==> config.mk <==
export PLATFORM = sky130hd
export DESIGN_NAME = refclk_prio_sel
export DESIGN_NICKNAME = d
export VERILOG_FILES = /design/src/rtl/rcs_pkg.sv /design/src/rtl/rcs_alarm_qual.sv /design/src/rtl/rcs_prio_pick.sv /design/src/rtl/rcs_onehot_dec.sv /design/src/rtl/refclk_prio_sel.sv
export SDC_FILE = /design/constraint.sdc
export NUM_CORES = 1
export LEC_CHECK = 0
export BUFFER_PORTS_ARGS = -buffer_cell sky130_fd_sc_hd__buf_2
export CAP_MARGIN = 40
export CORE_MARGIN = 10
export CORE_UTILIZATION = 54
export CTS_CLUSTER_DIAMETER = 50
export DETAILED_ROUTE_END_ITERATION = 12
export HOLD_SLACK_MARGIN = 0.15
export PLACE_DENSITY = 0.9
export SETUP_SLACK_MARGIN = 0.5
export SYNTH_ARGS = -nofsm -noshare
export SYNTH_HDL_FRONTEND = slang
export SYNTH_SLANG_ARGS = --single-unit
==> constraint.sdc <==
create_clock -name clk -period 4.8 [get_ports clk]
set_input_delay 0.24 -clock clk [delete_from_list [all_inputs] [get_ports clk]]
set_output_delay 0.24 -clock clk [all_outputs]
set_load 0.05 [all_outputs]
==> src/rtl/rcs_pkg.sv <==
package rcs_pkg;

   // Map a manual code onto a legal input index; out-of-range codes pick input 0.
   function automatic int unsigned clamp_code(input int unsigned code, input int unsigned n);
      return (code < n) ? code : 0;
   endfunction

endpackage

==> src/rtl/rcs_alarm_qual.sv <==
module rcs_alarm_qual #(
   parameter int N_INPUTS = 3,
   parameter int FILT_CYC = 4
) (
   input  logic                clk,
   input  logic                rst_n,
   input  logic [N_INPUTS-1:0] raw_fail,
   output logic [N_INPUTS-1:0] fail_q
);
   localparam int CW = (FILT_CYC > 1) ? $clog2(FILT_CYC) : 1;

   if (FILT_CYC < 1) begin : g_bad_filt
      $error("rcs_alarm_qual: FILT_CYC must be at least 1");
   end

   for (genvar i = 0; i < N_INPUTS; i++) begin : g_ch
      if (FILT_CYC == 1) begin : g_direct
         always_ff @(posedge clk or negedge rst_n) begin
            if (!rst_n) fail_q[i] <= 1'b0;
            else        fail_q[i] <= raw_fail[i];
         end
      end else begin : g_count
         logic [CW-1:0] cnt_q;
         always_ff @(posedge clk or negedge rst_n) begin
            if (!rst_n) begin
               cnt_q     <= '0;
               fail_q[i] <= 1'b0;
            end else if (raw_fail[i] == fail_q[i]) begin
               cnt_q <= '0;
            end else if (cnt_q == CW'(FILT_CYC - 1)) begin
               cnt_q     <= '0;
               fail_q[i] <= raw_fail[i];
            end else begin
               cnt_q <= cnt_q + 1'b1;
            end
         end
      end

      AST_QUAL_MATCH: assert property (@(posedge clk) disable iff (!rst_n)
         !$stable(fail_q[i]) |-> ($past(raw_fail[i]) == fail_q[i]));
   end

endmodule

==> src/rtl/rcs_prio_pick.sv <==
module rcs_prio_pick #(
   parameter int N_INPUTS = 3,
   parameter int SEL_W    = 2
) (
   input  logic [N_INPUTS-1:0] healthy,
   input  logic [SEL_W-1:0]    cur,
   output logic [SEL_W-1:0]    best_idx,
   output logic                best_ok,
   output logic [SEL_W-1:0]    lower_idx,
   output logic                lower_ok
);
   always_comb begin
      best_idx  = '0;
      best_ok   = 1'b0;
      lower_idx = '0;
      lower_ok  = 1'b0;
      for (int i = N_INPUTS - 1; i >= 0; i--) begin
         if (healthy[i]) begin
            best_idx = SEL_W'(i);
            best_ok  = 1'b1;
            if (i > int'(cur)) begin
               lower_idx = SEL_W'(i);
               lower_ok  = 1'b1;
            end
         end
      end
   end
endmodule

==> src/rtl/rcs_onehot_dec.sv <==
module rcs_onehot_dec #(
   parameter int N_INPUTS = 3,
   parameter int SEL_W    = 2
) (
   input  logic [SEL_W-1:0]    sel,
   input  logic                mask,
   output logic [N_INPUTS-1:0] hot,
   output logic [N_INPUTS-1:0] hot_masked
);
   for (genvar i = 0; i < N_INPUTS; i++) begin : g_bit
      assign hot[i]        = (sel == SEL_W'(i));
      assign hot_masked[i] = hot[i] & ~mask;
   end
endmodule

==> src/rtl/refclk_prio_sel.sv <==
module refclk_prio_sel #(
   parameter int N_INPUTS = 3,
   parameter int FILT_CYC = 4,
   parameter int SEL_W    = (N_INPUTS > 1) ? $clog2(N_INPUTS) : 1
) (
   input  logic                clk,
   input  logic                rst_n,
   input  logic [N_INPUTS-1:0] los_alarm,
   input  logic [N_INPUTS-1:0] fos_alarm,
   input  logic                auto_en,
   input  logic                revert_en,
   input  logic [SEL_W-1:0]    man_sel,
   input  logic                hold_flag,
   output logic [SEL_W-1:0]    sel_idx,
   output logic [N_INPUTS-1:0] active,
   output logic [N_INPUTS-1:0] in_use,
   output logic                hold_req,
   output logic                switch_pulse
);
   import rcs_pkg::*;

   if (N_INPUTS < 2) begin : g_bad_n
      $error("refclk_prio_sel: N_INPUTS must be at least 2");
   end
   if ((1 << SEL_W) < N_INPUTS) begin : g_bad_w
      $error("refclk_prio_sel: SEL_W too narrow for N_INPUTS");
   end

   logic [N_INPUTS-1:0] fail_q, healthy;
   logic [SEL_W-1:0]    cur_q, nxt, best_idx, lower_idx, man_idx;
   logic                best_ok, lower_ok;
   logic                hold_q, hold_n, auto_q, sw_q;

   rcs_alarm_qual #(.N_INPUTS(N_INPUTS), .FILT_CYC(FILT_CYC)) u_qual (
      .clk      (clk),
      .rst_n    (rst_n),
      .raw_fail (los_alarm | fos_alarm),
      .fail_q   (fail_q)
   );

   assign healthy = ~fail_q;

   rcs_prio_pick #(.N_INPUTS(N_INPUTS), .SEL_W(SEL_W)) u_pick (
      .healthy   (healthy),
      .cur       (cur_q),
      .best_idx  (best_idx),
      .best_ok   (best_ok),
      .lower_idx (lower_idx),
      .lower_ok  (lower_ok)
   );

   assign man_idx = SEL_W'(clamp_code(int'(man_sel), N_INPUTS));

   always_comb begin
      nxt    = cur_q;
      hold_n = hold_q;
      if (!auto_en) begin
         nxt    = man_idx;
         hold_n = 1'b0;
      end else if (!auto_q || hold_q) begin
         if (best_ok) begin
            nxt    = best_idx;
            hold_n = 1'b0;
         end else begin
            hold_n = 1'b1;
         end
      end else if (!healthy[cur_q]) begin
         if (lower_ok)     nxt = lower_idx;
         else if (best_ok) nxt = best_idx;
         else              hold_n = 1'b1;
      end else if (revert_en && best_ok && (best_idx < cur_q)) begin
         nxt = best_idx;
      end
   end

   always_ff @(posedge clk or negedge rst_n) begin
      if (!rst_n) begin
         cur_q  <= '0;
         hold_q <= 1'b0;
         auto_q <= 1'b0;
         sw_q   <= 1'b0;
      end else begin
         cur_q  <= nxt;
         hold_q <= hold_n;
         auto_q <= auto_en;
         sw_q   <= (nxt != cur_q);
      end
   end

   rcs_onehot_dec #(.N_INPUTS(N_INPUTS), .SEL_W(SEL_W)) u_dec (
      .sel        (cur_q),
      .mask       (hold_flag),
      .hot        (active),
      .hot_masked (in_use)
   );

   assign sel_idx      = cur_q;
   assign hold_req     = hold_q;
   assign switch_pulse = sw_q;

   AST_SEL_RANGE: assert property (@(posedge clk) disable iff (!rst_n)
      int'(cur_q) < N_INPUTS);
   AST_ACTIVE_ONEHOT: assert property (@(posedge clk) disable iff (!rst_n)
      $countones(active) == 1);
   AST_PULSE_ON_CHANGE: assert property (@(posedge clk) disable iff (!rst_n)
      !$stable(cur_q) |-> switch_pulse);
   AST_NO_REVERT: assert property (@(posedge clk) disable iff (!rst_n)
      (auto_en && auto_q && !revert_en && !hold_q && healthy[cur_q]) |=> $stable(cur_q));
   AST_HOLD_NONE_OK: assert property (@(posedge clk) disable iff (!rst_n)
      $rose(hold_req) |-> ($past(healthy) == '0));
   AST_MANUAL_NO_HOLD: assert property (@(posedge clk) disable iff (!rst_n)
      !auto_en |=> !hold_req);

endmodule

# [Word level (Yosys, flattened, before mapping)]
# Index checks and enable logic that the tools add are counted.
[op_classes] addsub=3 reduce_logical=9 n_eq_ne=12 n_lt_le_gt_ge=5 muxes=35 bitwise_logic=9
[op_table] cell="2-bit 2-to-1 mux" count=20
[op_table] cell="1-bit 2-to-1 mux" count=14
[op_table] cell="2-bit equality test (second input constant)" count=4
[op_table] cell="2-bit by 1-bit adder with 2-bit output (second input constant)" count=3
[op_table] cell="3-bit by 2-bit inequality test with 1-bit output (second input constant)" count=2
[op_table] cell="2-bit AND reduction" count=3
[op_table] cell="1-bit NOT" count=4
[op_table] cell="1-bit bitwise AND" count=3
[op_table] cell="1-bit equality test" count=3
[op_table] cell="2-bit by 3-bit < comparator with 1-bit output (second input constant)" count=1
[op_table] cell="3-bit inequality test (second input constant)" count=1
[op_table] cell="3-bit NOT" count=1
[op_table] cell="3-bit bitwise OR" count=1
[op_table] cell="3-bit AND reduction" count=1
[op_table] cell="1-bit binary-select mux with 2-bit select" count=1
[op_table] cell="2-bit by 1-bit equality test with 1-bit output (second input constant)" count=1
[op_table] cell="1-bit by 2-bit > comparator with 1-bit output (first input constant)" count=1
[op_table] cell="2-bit > comparator (first input constant)" count=1
[op_table] cell="1-bit logical AND" count=2
[op_table] cell="2-bit zero test" count=1
[op_table] cell="2-bit < comparator" count=1
[op_table] cell="2-bit < comparator (second input constant)" count=1
[op_table] cell="2-bit inequality test" count=1
[op_table] cell="1-bit zero test" count=1
[op_table] cell="1-bit logical OR" count=1
[word_totals] word_cells=83 register_bits=14 in_bits=13

# [Logic depth before layout (Yosys ltp)]
# Gate-level depths: netlist of run 1.
[depth] ltp_word=11 mapped_depth=10 mapped_depth_nobuf=9

# [Hierarchy]
# Synthesis of run 1 repeated with hierarchy kept, for this count alone.
[hier_totals] cells_unflattened=108 hier_area_um2=1027.2
[by_module_without_submodules] module="refclk_prio_sel" area_each_um2=563.0 cells_each=70 n_inst=1 seq_area_each_um2=125.1
[by_module_without_submodules] module="rcs_alarm_qual" area_each_um2=374.1 cells_each=24 n_inst=1 seq_area_each_um2=225.2
[by_module_without_submodules] module="rcs_onehot_dec" area_each_um2=46.3 cells_each=6 n_inst=1 seq_area_each_um2=0.0
[by_module_without_submodules] module="rcs_prio_pick" area_each_um2=43.8 cells_each=8 n_inst=1 seq_area_each_um2=0.0

# [Least setup slack after synthesis of run 1]
# OpenSTA, ideal clock, no wires.
[synth_path] kind="reg-to-reg" start="register cur_q[0], in the netlist sel_idx[0]" end="register sw_q, in the netlist switch_pulse" setup_ns=0.122 required_ns=4.678 slack_ns=2.514 t_arrival_ns=2.164 stages_incl_launch_ff=8 cell_sequence="dfrtp_1 > buf_4 > nor2_1 > o22ai_1 > o21ai_1 > a31o_1 > xnor2_1 > nand2_1"
[synth_via] elab_chain_len=10 elab_cells_between_ends=21
[synth_rtl] element="start: declaration" line_no="refclk_prio_sel.sv:30" rtl="logic [SEL_W-1:0] cur_q, nxt, best_idx, lower_idx, man_idx;"
[synth_rtl] element="start signal: assignment" line_no="refclk_prio_sel.sv:83" rtl="cur_q <= nxt;"
[synth_rtl] element="2-bit > comparator" line_no="rcs_prio_pick.sv:21" rtl="if (i > int'(cur)) begin"
[synth_rtl] element="2-bit 2-to-1 mux or 1-bit 2-to-1 mux (tied branches)" line_no="rcs_prio_pick.sv:21"
[synth_rtl] element="2-bit 2-to-1 mux or 1-bit 2-to-1 mux (tied branches)" line_no="rcs_prio_pick.sv:18" rtl="if (healthy[i]) begin"
[synth_rtl] element="2-bit 2-to-1 mux or 1-bit 2-to-1 mux (tied branches)" line_no="rcs_prio_pick.sv:21"
[synth_rtl] element="2-bit 2-to-1 mux or 1-bit 2-to-1 mux (tied branches)" line_no="rcs_prio_pick.sv:18"
[synth_rtl] element="2-bit 2-to-1 mux" line_no="refclk_prio_sel.sv:68" rtl="if (lower_ok) nxt = lower_idx;"
[synth_rtl] element="2-bit 2-to-1 mux *" line_no="refclk_prio_sel.sv:67" rtl="end else if (!healthy[cur_q]) begin"
[synth_rtl] element="2-bit 2-to-1 mux *" line_no="refclk_prio_sel.sv:60" rtl="end else if (!auto_q || hold_q) begin"
[synth_rtl] element="2-bit 2-to-1 mux *" line_no="refclk_prio_sel.sv:57" rtl="if (!auto_en) begin"
[synth_rtl] element="named net nxt[1]" line_no="refclk_prio_sel.sv:30"
[synth_rtl] element="2-bit inequality test *" line_no="refclk_prio_sel.sv:86" rtl="sw_q <= (nxt != cur_q);"
[synth_rtl] element="end signal: assignment" line_no="refclk_prio_sel.sv:86"
[synth_rtl] element="end: declaration" line_no="refclk_prio_sel.sv:32" rtl="logic hold_q, hold_n, auto_q, sw_q;"
# Mark *: on every way through the listed nets, which the timed path passes. The rest lies on a longest branch. The select of a mux whose other input is x is not followed.
# A chain may end at the register's enable or synchronous reset.

# [Final worst setup path of run 1]
[layout_path] start="register u_qual.fail_q[1]" end="register sw_q, in the netlist switch_pulse"
[layout_via] elab_chain_len=10 elab_cells_between_ends=19
[layout_rtl] element="start: declaration" line_no="rcs_alarm_qual.sv:8" rtl="output logic [N_INPUTS-1:0] fail_q"
[layout_rtl] element="start signal: indexed assignment" line_no="rcs_alarm_qual.sv:32" rtl="fail_q[i] <= raw_fail[i];"
[layout_rtl] element="3-bit NOT *" line_no="refclk_prio_sel.sv:41" rtl="assign healthy = ~fail_q;"
[layout_rtl] element="2-bit 2-to-1 mux or 1-bit 2-to-1 mux (tied branches) (2 in series)" line_no="rcs_prio_pick.sv:18"
[layout_rtl] element="2-bit < comparator or 1-bit logical AND (tied branches)" line_no="refclk_prio_sel.sv:71" rtl="end else if (revert_en && best_ok && (best_idx < cur_q)) begin"
[layout_rtl] element="1-bit logical AND" line_no="refclk_prio_sel.sv:71"
[layout_rtl] element="2-bit 2-to-1 mux" line_no="refclk_prio_sel.sv:71"
[layout_rtl] element="2-bit 2-to-1 mux" line_no="refclk_prio_sel.sv:67"
[layout_rtl] element="2-bit 2-to-1 mux *" line_no="refclk_prio_sel.sv:60"
[layout_rtl] element="2-bit 2-to-1 mux *" line_no="refclk_prio_sel.sv:57"
[layout_rtl] element="named net nxt[0]" line_no="refclk_prio_sel.sv:30"
[layout_rtl] element="2-bit inequality test *" line_no="refclk_prio_sel.sv:86"
# Marked as above.

==> run_results.csv, run 1 <==
group,metric,value,unit
outcome,status,"finished, final reports clean",
setup_path,cp-start-kind,"register",
setup_path,path_cells,"nand2_1 > nor2_1 > ha_1 > a211o_1 > o311ai_1 > o21ai_2 > xnor2_1 > nand2_1",
clocking,clock_latency,0.28,ns
clocking,path_clk_slew,0.09,ns
grt,grt_overflow,0,
floorplan,dieArea,3510,um^2
floorplan,io_pins,23,
setup_path,crit_required,4.98,ns
clocking,cts_buffers,3,
run,drv_cap,0,
setup_path,reg2regPathDepth,8,
layout,nets,128,
routing,vias,710,
routing,drt_iter0_drc,17,
floorplan,rows,14,
timing,final_max_slew_viol_count,0,
setup_path,setup.worst_path.class,"reg2reg",
grt,met2_usage,0.156,
power,p_clk_frac,0.118,
power,ir_worst_vdd,0.000310,V
logic_synthesis,seq_area_frac_synth,0.420,
timing,fmax,463,MHz
power,combPwrFrac,0.554,
power,p_sw_frac,0.519,
logic_synthesis,synth.top_cell.area_share,0.420,
setup_path,critical-path-slowest-cell,"dfrtp_1",
clocking,clock-sinks,14,
clocking,cts_setup_buffers,0,
grt,busiest_layer,"met2",
logic_synthesis,synth_area_leaders,"dfrtp_1, nor2_1, ha_1, buf_6, nor3_1",
timing,hold_viol_final,0,
placed_design,routabilityCongestion,0.815,
logic_synthesis,synth_top_area_cell,"dfrtp_1",
power,p_per_area,731,nW/um^2
setup_path,timing.rr.start,"u_qual.fail_q[1]$_DFFE_PN0P_",
logic_synthesis,synthTopCellsByCount,"dfrtp_1, nor2_1, nand2_1",
logic_synthesis,synthFlopType,"dfrtp_1",
logic_synthesis,synth_edf_count,0,
power,netSwitchingPower,369,uW
clocking,cts_resized,0,
setup_path,endpoint,"switch_pulse$_DFF_PN0_",
setup_path,crit_top_cell,"nand2_1",
routing,drc,0,
grt,antenna_found_initial,0,
setup_path,crit_family,"compound AO/OA/AOI/OAI gates",
setup_path,worstReg2RegEnd,"switch_pulse$_DFF_PN0_",
setup_path,arrival,2.34,ns
clocking,hold_buffers,2,
routing,via_per_inst,5.63,
logic_synthesis,synth-async-reset-ratio,1.00,
floorplan,core,1490,um^2
layout,area_growth,16.8,%
placed_design,portBuffers,22,
floorplan,die_w,59.3,um
timing,setup_tns,0,ns
logic_synthesis,avgSynthCellArea,9.58,um^2
logic_synthesis,synthDistinctLibCells,32,
power,p_total,712,uW
timing,period_needed,2.16,ns
setup_path,end_kind,"register",
logic_synthesis,syn_inst,87,
power,intPower,342,uW
floorplan,start_util,0.560,
routing,antenna_left,0,
setup_path,rrSetupSlack,2.64,ns
clocking,cts_tree,"done",
grt,grt_pass1_vias,664,
clocking,clockRootBuffer,"clkbuf_4",
layout,final_layout_size_suffix_gt1_frac,0.309,
setup_path,path_depth,8,
timing,period_share,0.450,
clocking,cts-htree-levels,1,
timing,slew-limit-headroom,0.681,
placed_design,dp_hpwl,1.35,mm
min_path,hp-class,"in2reg",
setup_path,startpoint,"u_qual.fail_q[1]$_DFFE_PN0P_",
floorplan,die_y,59.3,um
grt,grt_use_met1,0.118,
routing,wl_per_cell,13.9,um
setup_path,cp_num_buf_inv,0,
grt,grt_pass1_wl,2.87,mm
setup_path,crit_path_max_fanout,10,
routing,wirelength,1.76,mm
setup_path,slowest_delay,0.56,ns
logic_synthesis,synthesis.area,833,um^2
grt,grt_max_degree,15,
power,seqPwrFrac,0.328,
logic_synthesis,ys_warn_count,0,
routing,firstDrtPassIters,4,
grt,track_usage,0.103,
timing,fin_skew,0.00907,ns
layout,n_antenna_cell,0,
logic_synthesis,ys_ff_latch,14,
timing,setup_viol,0,
timing,tightest_slew,0.478,ns
logic_synthesis,synth_nets,104,
power,leakage,0.479,nW
clocking,clockBufferDepth,2,
grt,use_met3,0.0386,
timing,rsz0062_at_grt,"false",
[area by class of cell]
type                       instances  area [um^2]
clock buffer                       4         36.3
fill                             114          515
inverter                           6         22.5
multi-input combinational         62          414
sequential                        14          350
tap                               16         20.0
timing repair buffer              24          130
[state kept, by name, indices dropped and copies added (netlist names)]
register / cells
hold_req: 1
u_qual.g_ch.g_count.cnt_q: 6
switch_pulse: 1
sel_idx: 2
auto_q: 1
u_qual.fail_q: 3
[power by group through the flow]
stage | Sequential, mW | Clock [mW] | Combinational (mW)
2_1_floorplan | 0.246 | 0 | 0.322
3_3_place_gp | 0.229 | 0 | 0.387
3_5_place_dp | 0.234 | 0 | 0.396
4_1_cts | 0.232 | 0.0870 | 0.399
5_1_grt | 0.242 | 0.0916 | 0.431
6_report | 0.233 | 0.0838 | 0.395
[layout by cell type (no fill, tap or decap), types with 2 or more instances in the layout]
cell type | netlist | final
dfrtp_1 | 14 | 14
ha_1 | 4 | 4
clkbuf_4 | 0 | 3
inv_2 | 2 | 2
a21oi_1 | 4 | 4
o221ai_2 | 2 | 2
inv_1 | 4 | 4
nor2_1 | 14 | 14
nand2_1 | 7 | 7
and2b_4 | 2 | 2
nor3_1 | 6 | 6
xor2_1 | 3 | 3
xnor2_1 | 2 | 2
dlygate4sd3_1 | 0 | 2
a221oi_1 | 2 | 2
buf_2 | 1 | 22
[worst min path at each step]
stage                     slack [ns]                                   endpoint  cells past startpoint    startpoint
after global placement          0.14  u_qual.g_ch[0].g_count.cnt_q[0]$_DFF_PN0_                      1         rst_n
after detailed placement        0.15                     switch_pulse$_DFF_PN0_                      1         rst_n
after global routing            0.25               u_qual.fail_q[0]$_DFFE_PN0P_                      3  fos_alarm[0]
after floorplan                -0.06                           auto_q$_DFF_PN0_                      0         rst_n
final                           0.24               u_qual.fail_q[1]$_DFFE_PN0P_                      3  los_alarm[1]
after CTS                       0.24               u_qual.fail_q[1]$_DFFE_PN0P_                      3  los_alarm[1]
[logic make-up (layout without fill, tap and decap cells)]
| group | after synthesis | count (layout) | synth area share |
|---|---|---|---|
| AOI/OAI and AO/OA | 17 | 17 | 0.167 |
| muxes | 2 | 2 | 0.0255 |
| buffers and inverters | 11 | 34 | 0.0826 |
| and+or+nand+nor | 34 | 34 | 0.192 |
| xor gates and xnor gates | 5 | 5 | 0.0526 |
| DFF | 14 | 14 | 0.420 |
| adders and majority gates | 4 | 4 | 0.0601 |
[through the flow]
step	hold slack [ns]	util	std cells	setup slack, ns	instance area [um^2]
after global placement	0.143	0.616	120	2.73	917
final	0.241	0.654	126	2.64	973
after detailed placement	0.146	0.616	120	2.67	917
after floorplan	-0.0556	-	87	2.51	833
after CTS	0.236	0.654	126	2.64	973
after global routing	0.252	0.654	126	2.45	973
[worst register-to-register path, cell delays in order (launching register included)]
cell	delay, ns
dfrtp_1	0.56
nand2_1	0.21
nor2_1	0.13
ha_1	0.27
a211o_1	0.30
o311ai_1	0.27
o21ai_2	0.10
xnor2_1	0.16
nand2_1	0.07
[layer usage]
| layer | up-vias | wire length, um | part of all wire |
|---|---|---|---|
| met5 | - | 0 | 0 |
| met3 | 2 | 143 | 0.081 |
| met4 | 0 | 26 | 0.015 |
| met1 | 328 | 785 | 0.45 |
| li1 | 355 | - | - |
| met2 | 25 | 801 | 0.46 |
Power figures use the tool's default switching activity.
==> run 2: changes to the inputs <==
--- a/config.mk
+++ b/config.mk
@@ -8,11 +8,11 @@
 export BUFFER_PORTS_ARGS = -buffer_cell sky130_fd_sc_hd__buf_2
 export CAP_MARGIN = 40
 export CORE_MARGIN = 10
-export CORE_UTILIZATION = 54
+export CORE_UTILIZATION = 50
 export CTS_CLUSTER_DIAMETER = 50
 export DETAILED_ROUTE_END_ITERATION = 12
 export HOLD_SLACK_MARGIN = 0.15
-export PLACE_DENSITY = 0.9
+export PLACE_DENSITY = 0.85
 export SETUP_SLACK_MARGIN = 0.5
 export SYNTH_ARGS = -nofsm -noshare
 export SYNTH_HDL_FRONTEND = slang
==> constraint.sdc (replaced) <==
create_clock -name clk -period 2.2 [get_ports clk]
set_input_delay 0.11 -clock clk [delete_from_list [all_inputs] [get_ports clk]]
set_output_delay 0.11 -clock clk [all_outputs]
set_load 0.05 [all_outputs]
==> run 2 against run 1 <==
Effect of this change: sequential power up 95%; power increased by 140%; highest routed layer unchanged; largest cell class unchanged; hold slack got worse by 0.074 ns; final cell count grew 7.1%; clock power up 78%; clock skew decreased by 0.0067 ns; final area up 13%.
==> run_results.csv, run 2 (synthesis results as in run 1) <==
group,metric,value,unit
outcome,status,"finished, final reports clean",
timing,hold_viol_final,0,
clocking,cts_buffers,3,
grt,antenna_found_initial,0,
routing,wirelength,1.92,mm
layout,nets,137,
timing,fin_skew,0.00234,ns
layout,final_cell_mix,"buf_2, nor2_1, dfrtp_1, nand2_1, buf_4",
setup_path,cp-start-kind,"register",
timing,rsz0062_at_grt,"true",
power,leakage,0.519,nW
setup_path,slowest_delay,0.39,ns
layout,stdcell_count,135,
layout,layout_commonest_cell,"buf_2",
layout,final_layout_size_suffix_gt1_frac,0.429,
setup_path,end_kind,"register",
routing,vias,740,
layout,multi_input_area,474,um^2
grt,grt_pass1_vias,768,
routing,drc,0,
routing,drt_iter0_drc,13,
min_path,hp-class,"in2reg",
timing,fmax,570,MHz
routing,wl_per_cell,14.2,um
grt,grt_pass1_wl,3.18,mm
floorplan,die_y,60.8,um
power,ir_worst_vdd,0.000822,V
floorplan,core,1540,um^2
setup_path,crit_family,"compound AO/OA/AOI/OAI gates",
setup_path,rrSetupSlack,0.44,ns
layout,top_register,"u_qual.g_ch.g_count.cnt_q",
timing,period_share,0.798,
setup_path,critical-path-slowest-cell,"dfrtp_2",
timing,period_needed,1.76,ns
routing,firstDrtPassIters,4,
routing,via_per_inst,5.48,
floorplan,start_util,0.541,
floorplan,rows,14,
clocking,clock_latency,0.27,ns
layout,area_growth,32.6,%
placed_design,place_inst,124,
setup_path,cp_num_buf_inv,1,
timing,setup_tns,0,ns
clocking,path_clk_slew,0.08,ns
timing,tightest_slew,0.318,ns
placed_design,portBuffers,22,
grt,grt_overflow,0,
floorplan,io_pins,23,
setup_path,path_cells,"buf_4 > mux2_2 > o221ai_2 > o311ai_2 > o21ai_2 > xnor2_1 > nand2_1",
layout,ff_latch_area,353,um^2
setup_path,crit_path_max_fanout,12,
clocking,cts_tree,"done",
timing,final_max_slew_viol_count,0,
clocking,clock-sinks,14,
timing,timing.final.ws_setup,0.444,ns
setup_path,crit_required,2.37,ns
setup_path,arrival,1.92,ns
placed_design,routabilityCongestion,0.863,
grt,grt_max_degree,15,
run,drv_cap,0,
placed_design,pre_cts_slack,0.315,ns
clocking,clockRootBuffer,"clkbuf_4",
placed_design,dp_hpwl,1.47,mm
routing,antenna_left,0,
layout,fill_cells,120,
grt,track_usage,0.109,
clocking,clockBufferDepth,2,
timing,setup_viol,0,
setup_path,setup.worst_path.class,"reg2reg",
power,p_per_area,1560,nW/um^2
timing,whs,0.167,ns
clocking,cts-htree-levels,1,
layout,largest_register_ffs,6,
floorplan,dieArea,3700,um^2
layout,n_antenna_cell,0,
power,p_total,1.72,mW
floorplan,die_w,60.8,um
timing,slew-limit-headroom,0.788,
-- run 2: cell types whose count changed in the layout (fill, tap and decap cells not counted), moves of 2 or more --
cell           before  now
buf_4               0    6
dlygate4sd3_1       2    4
nor2_1             14   12
dfrtp_2             0    2
dfrtp_1            14   12
-- run 2: layer usage --
layer	GRT usage	vias to the layer above	routed length (um)
li1	-	374	-
met1	0.119	340	774
met2	0.188	22	953
met3	0.0292	4	166
met4	0.0564	0	20
met5	0	-	0
-- run 2: worst reg2reg max path, delay by kind of cell (launching register included) --
kind	cells	cell delay (ns)
AO/OA/AOI/OAI	3	0.48
flip-flops	1	0.39
multiplexers	1	0.36
buffers and inverters	1	0.20
XOR/XNOR	1	0.15
AND/OR/NAND/NOR	1	0.07
-- run 2: layout make-up --
class,instances,share of cell area
multi-input cells,62,0.429
flip-flops and latches,14,0.319
repair buffers,33,0.187
clock buffers,4,0.0238
inverters,6,0.0227
well taps,16,0.0181
-- run 2: worst paths after layout --
check / end / depth (start not counted) / from
min in group asynchronous: u_qual.g_ch[2].g_count.cnt_q[0]$_DFF_PN0_ / 2 / rst_n
worst min register to register: u_qual.g_ch[1].g_count.cnt_q[0]$_DFF_PN0_ / 1 / u_qual.g_ch[1].g_count.cnt_q[0]$_DFF_PN0_
worst max-delay path: switch_pulse$_DFF_PN0_ / 7 / sel_idx[1]$_DFF_PN0_
max in group asynchronous: sel_idx[0]$_DFF_PN0_ / 2 / rst_n
worst max register to register: switch_pulse$_DFF_PN0_ / 7 / sel_idx[1]$_DFF_PN0_
worst min-delay path: u_qual.fail_q[1]$_DFFE_PN0P_ / 3 / los_alarm[1]
-- run 2: what timing repair did --
item | in CTS | in global routing
endpoints found under the setup margin | 1 | 1
gates cloned | 0 | 0
pin swaps | 5 | 7
hold endpoints to repair | 17 | 0
buffers inserted | 2 | 1
hold buffers | 4 | 0
resized for setup | 2 | 7
-- run 2: through the flow --
| stage | util | cell area [um^2] |
|---|---|---|
| 2_1_floorplan | - | 855 |
| 6_report | 0.717 | 1100 |
| 5_1_grt | 0.717 | 1100 |
| 3_5_place_dp | 0.628 | 968 |
| 3_3_place_gp | 0.628 | 968 |
| 4_1_cts | 0.686 | 1060 |
-- run 2: report_power, final --
group	switching [mW]	internal [mW]
registers	0.0949	0.359
logic	0.712	0.409
clock network	0.0787	0.0702
